<file path="src/rtl/attn_ctl_pkg.sv">
package attn_ctl_pkg;
  typedef enum logic {
    SRC_PAR = 1'b0,
    SRC_SER = 1'b1
  } src_sel_e;

  typedef enum logic [1:0] {
    PRE_MIN  = 2'd0,
    PRE_QTR  = 2'd1,
    PRE_HALF = 2'd2,
    PRE_MAX  = 2'd3
  } preset_e;
endpackage

</file>
<file path="src/rtl/attn_edge_det.sv">
module attn_edge_det #(
  parameter int N = 2
) (
  input  logic         clk,
  input  logic [N-1:0] sig,
  output logic [N-1:0] rise
);
  logic [N-1:0] sig_d;

  for (genvar i = 0; i < N; i++) begin : g_bit
    always_ff @(posedge clk) sig_d[i] <= sig[i];
    assign rise[i] = sig[i] & ~sig_d[i];
  end
endmodule

</file>
<file path="src/rtl/attn_shift_reg.sv">
module attn_shift_reg #(
  parameter int WIDTH = 6
) (
  input  logic             clk,
  input  logic             rst_n,
  input  logic             shift_en,
  input  logic             din,
  output logic [WIDTH-1:0] q,
  output logic             dout
);
  always_ff @(posedge clk) begin
    if (!rst_n)        q <= '0;
    else if (shift_en) q <= {q[WIDTH-2:0], din};
  end

  assign dout = q[WIDTH-1];
endmodule

</file>
<file path="src/rtl/attn_gap_mon.sv">
module attn_gap_mon #(
  parameter int MIN_GAP = 158
) (
  input  logic clk,
  input  logic rst_n,
  input  logic strobe,
  output logic too_soon
);
  localparam int CNT_W = $clog2(MIN_GAP + 1);
  localparam logic [CNT_W-1:0] LIMIT = CNT_W'(MIN_GAP);

  logic [CNT_W-1:0] gap_cnt;
  logic             armed;

  always_ff @(posedge clk) begin
    if (!rst_n) begin
      gap_cnt  <= '0;
      armed    <= 1'b0;
      too_soon <= 1'b0;
    end else begin
      too_soon <= strobe && armed && (gap_cnt < LIMIT);
      if (strobe) begin
        gap_cnt <= CNT_W'(1);
        armed   <= 1'b1;
      end else if (gap_cnt < LIMIT) begin
        gap_cnt <= gap_cnt + 1'b1;
      end
    end
  end
endmodule

</file>
<file path="src/rtl/attn_ctl_top.sv">
module attn_ctl_top #(
  parameter int WORD_W     = 6,
  parameter int MIN_LE_GAP = 158
) (
  input  logic              clk,
  input  logic              rst_n,
  input  logic              mode_ser,
  input  logic              sclk,
  input  logic              sdi,
  input  logic              le,
  input  logic [WORD_W-1:0] par_word,
  input  logic [1:0]        pup_sel,
  output logic [WORD_W-1:0] att_code,
  output logic              sdo,
  output logic              le_gap_err
);
  import attn_ctl_pkg::*;

  localparam int EDGE_N = 2;
  localparam int IDX_SCLK = 0;
  localparam int IDX_LE = 1;

  function automatic logic [WORD_W-1:0] preset_code(input logic [1:0] sel);
    logic [WORD_W-1:0] v;
    v = '0;
    case (preset_e'(sel))
      PRE_MIN:  v = '0;
      PRE_QTR:  v[WORD_W-2] = 1'b1;
      PRE_HALF: v[WORD_W-1] = 1'b1;
      default:  v = '1;
    endcase
    return v;
  endfunction

  logic [EDGE_N-1:0] rise;
  logic              sclk_rise, le_rise;
  logic [WORD_W-1:0] shq;
  logic [WORD_W-1:0] att_q;

  attn_edge_det #(.N(EDGE_N)) u_edge (
    .clk  (clk),
    .sig  ({le, sclk}),
    .rise (rise)
  );

  assign sclk_rise = rise[IDX_SCLK];
  assign le_rise   = rise[IDX_LE];

  attn_shift_reg #(.WIDTH(WORD_W)) u_shift (
    .clk      (clk),
    .rst_n    (rst_n),
    .shift_en (sclk_rise && !le),
    .din      (sdi),
    .q        (shq),
    .dout     (sdo)
  );

  attn_gap_mon #(.MIN_GAP(MIN_LE_GAP)) u_gap (
    .clk      (clk),
    .rst_n    (rst_n),
    .strobe   (le_rise),
    .too_soon (le_gap_err)
  );

  always_ff @(posedge clk) begin
    if (!rst_n)       att_q <= preset_code(pup_sel);
    else if (le_rise) att_q <= (src_sel_e'(mode_ser) == SRC_SER) ? shq : par_word;
  end

  assign att_code = att_q;
endmodule

</file>
<file path="config.mk">
export PLATFORM = sky130hd
export DESIGN_NAME = attn_ctl_top
export DESIGN_NICKNAME = d
export VERILOG_FILES = /design/src/rtl/attn_ctl_pkg.sv /design/src/rtl/attn_edge_det.sv /design/src/rtl/attn_shift_reg.sv /design/src/rtl/attn_gap_mon.sv /design/src/rtl/attn_ctl_top.sv
export SDC_FILE = /design/constraint.sdc
export NUM_CORES = 1
export LEC_CHECK = 0
export ABC_AREA = 1
export BUFFER_PORTS_ARGS = -buffer_cell sky130_fd_sc_hd__buf_2
export CORE_MARGIN = 2
export CORE_UTILIZATION = 55
export CTS_BUF_LIST = sky130_fd_sc_hd__clkbuf_2
export CTS_CLUSTER_SIZE = 12
export DETAILED_ROUTE_END_ITERATION = 10
export PLACE_DENSITY_LB_ADDON = 0.25
export SETUP_SLACK_MARGIN = 0.05
export SYNTH_ARGS = -nofsm -noshare
export SYNTH_HDL_FRONTEND = slang
export SYNTH_SLANG_ARGS = --single-unit
</file>
<file path="constraint.sdc">
create_clock -name clk -period 2.49 [get_ports clk]
set_input_delay 0.747 -clock clk [delete_from_list [all_inputs] [get_ports clk]]
set_output_delay 0.747 -clock clk [all_outputs]
set_load 0.1 [all_outputs]
</file>
==> run metrics <==
Max Fclk about 530 MHz; CTS H-tree lvls 1; global placer's final weighted congestion slightly above 0.8; total standard cell area after synthesis around 0.0010 mm²; fraction of the yosys area taken by sequential cells between 50% and 60%; antenna fix cells 0; routed wirelength normalized by instance count 9.942 µm; clock tree from TritonCTS done; unrepaired setup endpoints after global routing no; number of global-route vias before repair between 600 and 700; core area 0.001745 mm²; Seq cells post-synth 24; category of the worst setup path capture point output pin; first-pass GRT wire length between 2 and 3 mm; Sink Count 24; DRT Wirelength between 1.5 and 2 mm; worst slew pin tran a little under 500 ps; Top-Level Pins 22; required time of the critical path 1740 ps; overall overflow remaining after global route 0; floorplan die width about 47 µm; Worst IR Drop VDD around 0.38 mV; post-route DRC violation count 0; final worst clock skew about 1.8 ps; fillers 152; outcome completed; final core occ approximately 67%; Final setup viols 0; Final nets 163; Post-CTS Setup Repair Bufs 0; total of hold buffers inserted after clock tree synthesis 0; register area roughly 540 µm²; post-synthesis cell count between 100 and 150; number of nets produced by synthesis roughly 140; fin crit period 1873 ps; clock transition at the registers of the reported paths ~210 ps; number of CTS-inserted buffers 3; number of vias after detailed routing 860; critical path launch point type flop; Setup CP Type reg -> out; max-cap check violation count 0; CP delay by family, top buffers and inverters; number of antenna violations at the first check in global routing 0; multi-input logic area 426.7 µm²; summed negative setup slack over all endpoints 0 ps; Worst EP arrival 1130 ps; Final period util around three quarters; stage delay of the slowest cell on the critical path around 420 ps; highest-delay cell along the critical path buf_2; Starting Density between 50% and 60%; highest net fanout along the worst path 2; Rel. slew slack between 60 and 70%; power per cell area between 600 and 700 mW/mm²; most common cell after layout, fill and taps aside nand2_1; Resized cells post-CTS 0; area growth from synthesis to layout 13.12%; ratio of routed vias to standard cells around 5; cell-by-cell listing of the critical path buf_2; Die Ht roughly 47 µm; reported leakage power 0.5148 nW; maximum number of buffers from clock root to sink 2; die outline area between 0.002 and 0.0025 mm²; Buffers & Inverters on Critical Path 1; Cell variety after synth 20; detailed router's first-iteration violation count 18; layout cell share with drive strength beyond 1 19.73%; clock root buffer clkbuf_2; clock network latency to the later pin of the worst-skew pair around 330 ps; number of input and output port buffers inserted 21; Warnings, synthesis 0; number of pins exceeding their max-slew limit in the final report 0; first-pass iteration count of the detailed router 4; pin count of the biggest net entering global routing 14; final hold violations 0; Total GRT Usage around 17%; most used cells in the layout excluding fill and tap cells 22 x nand2_1, 21 x buf_2, 18 x a21oi_1, 18 x dfxtp_1, 13 x inv_1; ANT nets after route 0; cell row count 15; path class of the lowest-slack min-delay path reg -> reg; mean instance size in the synthesized netlist 8.252 µm²; post-DP HPWL 1.323 mm
## power by group
group	internal [mW]	switching [mW]
Sequential	0.423	0.00894
Combinational	0.0286	0.111
Clock	0.0349	0.111
Total	0.486	0.231
## layer usage
layer  wire length (µm)  share of wire, %  vias to the layer above  global-route usage, %
met5                  0                 0                        -                      0
met4                 23               1.3                        0                  8.333
li1                   -                 -                      461                      -
met1                780                46                      379                  22.49
met2                841                49                       16                  26.76
met3                 65               3.8                        4                  3.396
## cells in the mapped netlist
cell type  number  share of area, %
nand2_4         1               1.1
dfxtp_1        18                35
nor2_1         10               3.6
clkinv_2        1              0.48
nand3_1        11               5.3
edfxtp_1        6                17
ha_1            1               1.2
nand2_2         2               1.2
o21ai_1         1              0.48
xor2_1          1              0.84
nand2_1        22               7.9
o21ai_4         1               1.6
o21ai_0        11               5.3
buf_2           3               1.4
inv_1          13               4.7
xnor2_1         2               1.7
o211ai_1        1              0.72
a21oi_1        18               8.7
nand3b_1        2               1.4
clkbuf_1        1              0.36
## path summary, 6_finish.rpt
kind	startpoint	end	slack (ps)	cells past startpoint
max	u_shift.q[5]	sdo	620	1
min	u_shift.q[5]	u_shift.q[5]	480	2
max reg2reg	u_edge.sig_d[1]	att_code[2]	1240	3
min reg2reg	u_shift.q[5]	u_shift.q[5]	480	2
## through the flow
step / worst slack [ps] / area [µm²] / cells / total power [mW] / hold slack, ps
2_1_floorplan: 818.6 / 1040 / 126 / 0.5522 / 438.6
3_3_place_gp: 625.1 / 1157 / 168 / 0.5780 / 456.3
3_5_place_dp: 591.4 / 1157 / 168 / 0.5804 / 459.3
4_1_cts: 601.5 / 1176 / 172 / 0.7234 / 484.6
5_1_grt: 553.4 / 1176 / 172 / 0.7495 / 473.4
6_report: 617.5 / 1176 / 172 / 0.7172 / 484.3
## flip-flops by register name, summed over array words and instances (netlist names)
| register | cells |
|---|---|
| u_gap.gap_cnt | 8 |
| att_code | 6 |
| u_gap.too_soon | 1 |
| u_shift.q | 6 |
| u_edge.sig_d | 2 |
| u_gap.armed | 1 |
## kinds of logic (layout without fill, tap and decap cells)
group | count (synthesis) | in the layout | share of synthesized area, %
AOI/OAI and AO/OA | 32 | 32 | 16.73
xor gates and xnor gates | 3 | 3 | 2.528
adders and majority gates | 1 | 1 | 1.203
buffers and inverters | 18 | 39 | 6.979
DFF | 24 | 24 | 51.99
and+or+nand+nor | 48 | 48 | 20.58
## final cells by class
cell class | count | share of cell area, %
Sequential cell | 24 | 45.96
Multi-Input combinational cell | 84 | 36.28
Timing Repair Buffer | 21 | 8.936
Inverter | 14 | 4.574
Tap cell | 25 | 2.660
Clock buffer | 3 | 1.277
Clock inverter | 1 | 0.3191
Power figures use the tool's default switching activity.
